<file path="src/rtl/pulse_pack_pkg.sv">
package pulse_pack_pkg;
  typedef struct packed {
    logic load;
    logic shift;
  } ctlStrobe_t;
endpackage

</file>
<file path="src/rtl/pulse_pack_dp.sv">
module pulse_pack_dp
  import pulse_pack_pkg::*;
#(
  parameter int AW = 3,
  parameter int BW = 2
) (
  input  logic                  clk,
  input  logic                  rstN,
  input  ctlStrobe_t            strobe,
  input  logic [AW+BW+2:0]      symbol,
  output logic                  gateBit,
  output logic                  polBit,
  output logic                  tailEmpty
);
  localparam int SYM_W = AW + BW + 3;
  localparam int SR_W  = (2 ** AW) + (2 ** BW);
  localparam int POS_W = $clog2(SR_W);

  logic [AW-1:0]    aCode;
  logic [BW-1:0]    bCode;
  logic [2:0]       phase;
  logic [POS_W-1:0] pos2, pos3;
  logic             thirdOn;
  logic [SR_W-1:0]  patGate, patPol;
  logic [SR_W-1:0]  gateSr, polSr;

  assign aCode   = symbol[SYM_W-1 -: AW];
  assign bCode   = symbol[3 +: BW];
  assign phase   = symbol[2:0];
  assign thirdOn = (bCode != '0);
  assign pos2    = POS_W'(aCode) + POS_W'(1);
  assign pos3    = pos2 + POS_W'(bCode);

  for (genvar g = 0; g < SR_W; g++) begin : g_pat
    localparam logic [POS_W-1:0] IDX = POS_W'(g);
    logic isFirst, isSecond, isThird;
    assign isFirst      = (g == 0);
    assign isSecond     = (IDX == pos2);
    assign isThird      = thirdOn && (IDX == pos3);
    assign patGate[g]   = isFirst | isSecond | isThird;
    assign patPol[g]    = (isFirst & phase[2]) | (isSecond & phase[1]) |
                          (isThird & phase[0]);
  end

  always_ff @(posedge clk) begin
    if (!rstN) begin
      gateSr <= '0;
      polSr  <= '0;
    end else if (strobe.load) begin
      gateSr <= patGate;
      polSr  <= patPol;
    end else if (strobe.shift) begin
      gateSr <= gateSr >> 1;
      polSr  <= polSr >> 1;
    end
  end

  assign gateBit   = gateSr[0];
  assign polBit    = polSr[0] & gateSr[0];
  assign tailEmpty = ~|gateSr[SR_W-1:1];
endmodule

</file>
<file path="src/rtl/pulse_pack_ctrl.sv">
module pulse_pack_ctrl
  import pulse_pack_pkg::*;
(
  input  logic       clk,
  input  logic       rstN,
  input  logic       symValid,
  input  logic       tailEmpty,
  output ctlStrobe_t strobe,
  output logic       busy,
  output logic       done,
  output logic       overrun
);
  logic symValidQ, busyQ, doneQ, overrunQ, rise;

  assign rise         = symValid & ~symValidQ;
  assign strobe.load  = rise & ~busyQ;
  assign strobe.shift = busyQ;

  always_ff @(posedge clk) begin
    if (!rstN) begin
      symValidQ <= 1'b0;
      busyQ     <= 1'b0;
      doneQ     <= 1'b0;
      overrunQ  <= 1'b0;
    end else begin
      symValidQ <= symValid;
      doneQ     <= busyQ & tailEmpty;
      overrunQ  <= overrunQ | (busyQ & rise);
      if (strobe.load)
        busyQ <= 1'b1;
      else if (busyQ && tailEmpty)
        busyQ <= 1'b0;
    end
  end

  assign busy    = busyQ;
  assign done    = doneQ;
  assign overrun = overrunQ;
endmodule

</file>
<file path="src/rtl/pulse_pack_mod.sv">
module pulse_pack_mod
  import pulse_pack_pkg::*;
#(
  parameter int AW = 3,
  parameter int BW = 2
) (
  input  logic              clk,
  input  logic              rstN,
  input  logic              symValid,
  input  logic [AW+BW+2:0]  symbol,
  output logic              pulseGate,
  output logic              pulsePol,
  output logic              oscEn,
  output logic              busy,
  output logic              done,
  output logic              overrun
);
  ctlStrobe_t strobe;
  logic       tailEmpty;

  pulse_pack_ctrl i_ctrl (
    .clk(clk), .rstN(rstN), .symValid(symValid), .tailEmpty(tailEmpty),
    .strobe(strobe), .busy(busy), .done(done), .overrun(overrun)
  );

  pulse_pack_dp #(.AW(AW), .BW(BW)) i_dp (
    .clk(clk), .rstN(rstN), .strobe(strobe), .symbol(symbol),
    .gateBit(pulseGate), .polBit(pulsePol), .tailEmpty(tailEmpty)
  );

  assign oscEn = busy;
endmodule

</file>
<file path="config.mk">
export PLATFORM = sky130hd
export DESIGN_NAME = pulse_pack_mod
export DESIGN_NICKNAME = d
export VERILOG_FILES = /design/src/rtl/pulse_pack_pkg.sv /design/src/rtl/pulse_pack_dp.sv /design/src/rtl/pulse_pack_ctrl.sv /design/src/rtl/pulse_pack_mod.sv
export SDC_FILE = /design/constraint.sdc
export NUM_CORES = 1
export LEC_CHECK = 0
export ABC_AREA = 1
export BUFFER_PORTS_ARGS = -buffer_cell sky130_fd_sc_hd__buf_2
export CAP_MARGIN = 20
export CELL_PAD_IN_SITES_DETAIL_PLACEMENT = 1
export CELL_PAD_IN_SITES_GLOBAL_PLACEMENT = 2
export CORE_UTILIZATION = 32
export DETAILED_ROUTE_END_ITERATION = 7
export PLACE_DENSITY_LB_ADDON = 0.1
export SYNTH_ARGS = -nofsm -noshare
export SYNTH_HDL_FRONTEND = slang
export SYNTH_SLANG_ARGS = --single-unit
</file>
<file path="constraint.sdc">
create_clock -name clk -period 3.46 [get_ports clk]
set_input_delay 1.038 -clock clk [delete_from_list [all_inputs] [get_ports clk]]
set_output_delay 1.038 -clock clk [all_outputs]
set_load 0.05 [all_outputs]
</file>
==> results.json <==
{
  "yosysSeqAreaShare": 0.294,
  "nets": 332,
  "synth_cells": 296,
  "tightest_slew_ps": 632,
  "powerDensity_nw_per_um2": 412,
  "critical_path_class": "in2reg",
  "place_congestion": 0.797,
  "clock_skew_ps": 7.80,
  "multiInputGateArea_um2": 1130,
  "yosysTopAreaCell": "dfxtp_1",
  "synth_edf_count": 0,
  "end_kind": "flip-flop",
  "grt_pass1_wl_um": 9200,
  "vdd_drop_max_mv": 0.249,
  "initial_utilization": 0.340,
  "cts_tree": "done",
  "design.core.area_um2": 5610,
  "fp-row-count": 27,
  "seq_area_um2": 561,
  "clk_path_buf_depth": 2,
  "cp_slowest_cell": "fa_1",
  "synthTopCellsByArea": "dfxtp_1 (29%), nand2_1 (20%), inv_1 (8.3%), nand3_1 (4.7%), ha_1 (4.6%)",
  "period_minus_slack_ps": 2850,
  "slowest_delay_ps": 610,
  "p_leak_nw": 1.01,
  "cts_made_buffers": 3,
  "met2_usage": 0.328,
  "postLayoutCellArea_um2": 2130,
  "synthTopCellsByCount": "nand2_1 (100), inv_1 (42), dfxtp_1 (28)",
  "placedInstanceArea_um2": 2060,
  "report.final.slew_viol_count": 0,
  "ctsResizeCount": 0,
  "syn_nets": 315,
  "io_buffers": 16,
  "first_pass_iters": 4,
  "critical_path_arrival_ps": 3070,
  "area_growth_pct": 12.1,
  "clock-sinks": 28,
  "track_usage": 0.192,
  "ys_types": 30,
  "die_w_um": 79.1,
  "cp-start-kind": "input port",
  "vias": 1849,
  "antenna_left": 0,
  "io-pin-count": 17,
  "ys_seq_elements": 28,
  "critPathRequiredTime_ps": 3680,
  "setup_violations": 0,
  "status": "complete, no violations",
  "cap_violations": 0,
  "busiest_layer": "met2",
  "layout.cells.non_filler": 384,
  "grt_overflow": 0,
  "wl_per_cell_um": 14.6,
  "drive_gt1_frac": 0.176,
  "diodes": 0,
  "die_y_um": 79.1,
  "insertion_delay_ps": 280,
  "drtIter0Drc": 50,
  "hold_viol": 0,
  "grt_pass1_vias": 1886,
  "synth_most_common_cell": "nand2_1",
  "fmax_ghz": 0.351,
  "cp_max_fo": 5,
  "ys_async_sr_fraction": 0,
  "cts.clk_slew.worst_paths_ps": 100,
  "cp_cell_sequence": "buf_2, inv_1, ha_1, inv_1, fa_1, inv_2, nor3_2, nand3_2, o21ai_1, nand2_1, nand2_1",
  "htree_levels": 1,
  "holdBufCountCts": 0,
  "routed_wirelength_um": 5600,
  "grt_max_degree": 18,
  "synth_top_area_frac": 0.294,
  "fillers": 793,
  "die_area_um2": 6260,
  "ys.flop_type": "dfxtp_1",
  "post_cts_buffers": 0,
  "rsz0062_at_grt": "no",
  "clockRootBuffer": "clkbuf_8",
  "setup_tns_ps": 0,
  "drc": 0,
  "use_met1": 0.257,
  "synth_area_um2": 1900,
  "viasPerCell": 4.82,
  "hold_class": "reg2reg",
  "yosysWarnings": 0,
  "placed_cells": 380,
  "syn-mean-instance-area_um2": 6.43,
  "relSlewSlack": 0.575,
  "period_share": 0.823,
  "antenna_found_initial": 0,
  "rrSetupSlack_ps": 1070,
  "hpwlAfterDp_um": 4380,
  "met3_usage": 0.0218
}
## flip-flops by register name, indices dropped and copies added (netlist names)
register	flops
i_dp.gateSr	12
i_dp.polSr	12
i_ctrl.busy	1
i_ctrl.done	1
i_ctrl.overrun	1
i_ctrl.symValidQ	1
## worst paths after layout
check,cells past startpoint,to,from
hold reg to reg,2,i_dp.polSr[6],i_dp.polSr[6]
setup reg to reg,6,i_dp.polSr[1],i_ctrl.busy
hold / removal,2,i_dp.polSr[6],i_dp.polSr[6]
setup / recovery,11,i_dp.polSr[9],symbol[5]
## routing by layer
layer | vias up | part of all wire
met5 | - | 0
met4 | 0 | 0.0057
met3 | 2 | 0.018
met2 | 18 | 0.47
met1 | 866 | 0.50
li1 | 963 | -
## report_power, final
part           switching, mW  total [mW]  internal (mW)
combinational          0.174       0.248         0.0738
sequential            0.0172       0.364          0.347
clock                  0.113       0.268          0.155
## metrics by stage
stage | util | setup slack (ps) | power, mW | hold slack, ps
CTS | 0.381 | 587 | 0.894 | 468
detailed placement | 0.368 | 310 | 0.623 | 448
global route | 0.381 | 430 | 0.937 | 487
finish | 0.381 | 611 | 0.880 | 460
floorplan | - | 686 | 0.552 | 426
global placement | 0.368 | 382 | 0.620 | 440
## worst max-delay path: cells and delay by family
family | cells | cell delay, ps
compound gates | 1 | 140
fa+ha+maj | 2 | 910
simple gates | 4 | 630
buf+inv | 4 | 370
## logic make-up after synthesis
kind of cell	count (synthesis)	share of synthesized area
AND/OR/NAND/NOR	169	0.426
buffers and inverters	53	0.114
AO/OA/AOI/OAI	38	0.108
flip-flops	28	0.294
adder cells (fa/ha/maj)	8	0.0565
## layout by cell type, fill, tap and decap left out
cell type and count:
o21a_1 1, o22ai_1 6, nand2_2 8, nor4_1 3
bufinv_16 1, nand3_2 7, o21bai_1 1, nand2_1 100
o21ai_1 6, inv_2 1, dfxtp_1 28, nor3_1 4
inv_4 1, nor3_4 1, nand2_4 4, nor2_4 2
nor2_2 5, nor2_1 15, o221ai_1 1, nor3_2 1
inv_1 42, fa_1 1, buf_2 16, a21oi_1 15
buf_4 4, nand4_1 1, nand3_1 18, clkbuf_8 3
clkinv_4 1, ha_1 7, o21ai_0 8
## area by class of cell
class | count | share of cell area
Timing Repair Buffer | 20 | 0.0516
Inverter | 45 | 0.0826
Multi-Input combinational cell | 215 | 0.528
Tap cell | 72 | 0.0422
Clock buffer | 3 | 0.0193
Clock inverter | 1 | 0.0141
Sequential cell | 28 | 0.263
Power figures use the tool's default switching activity.
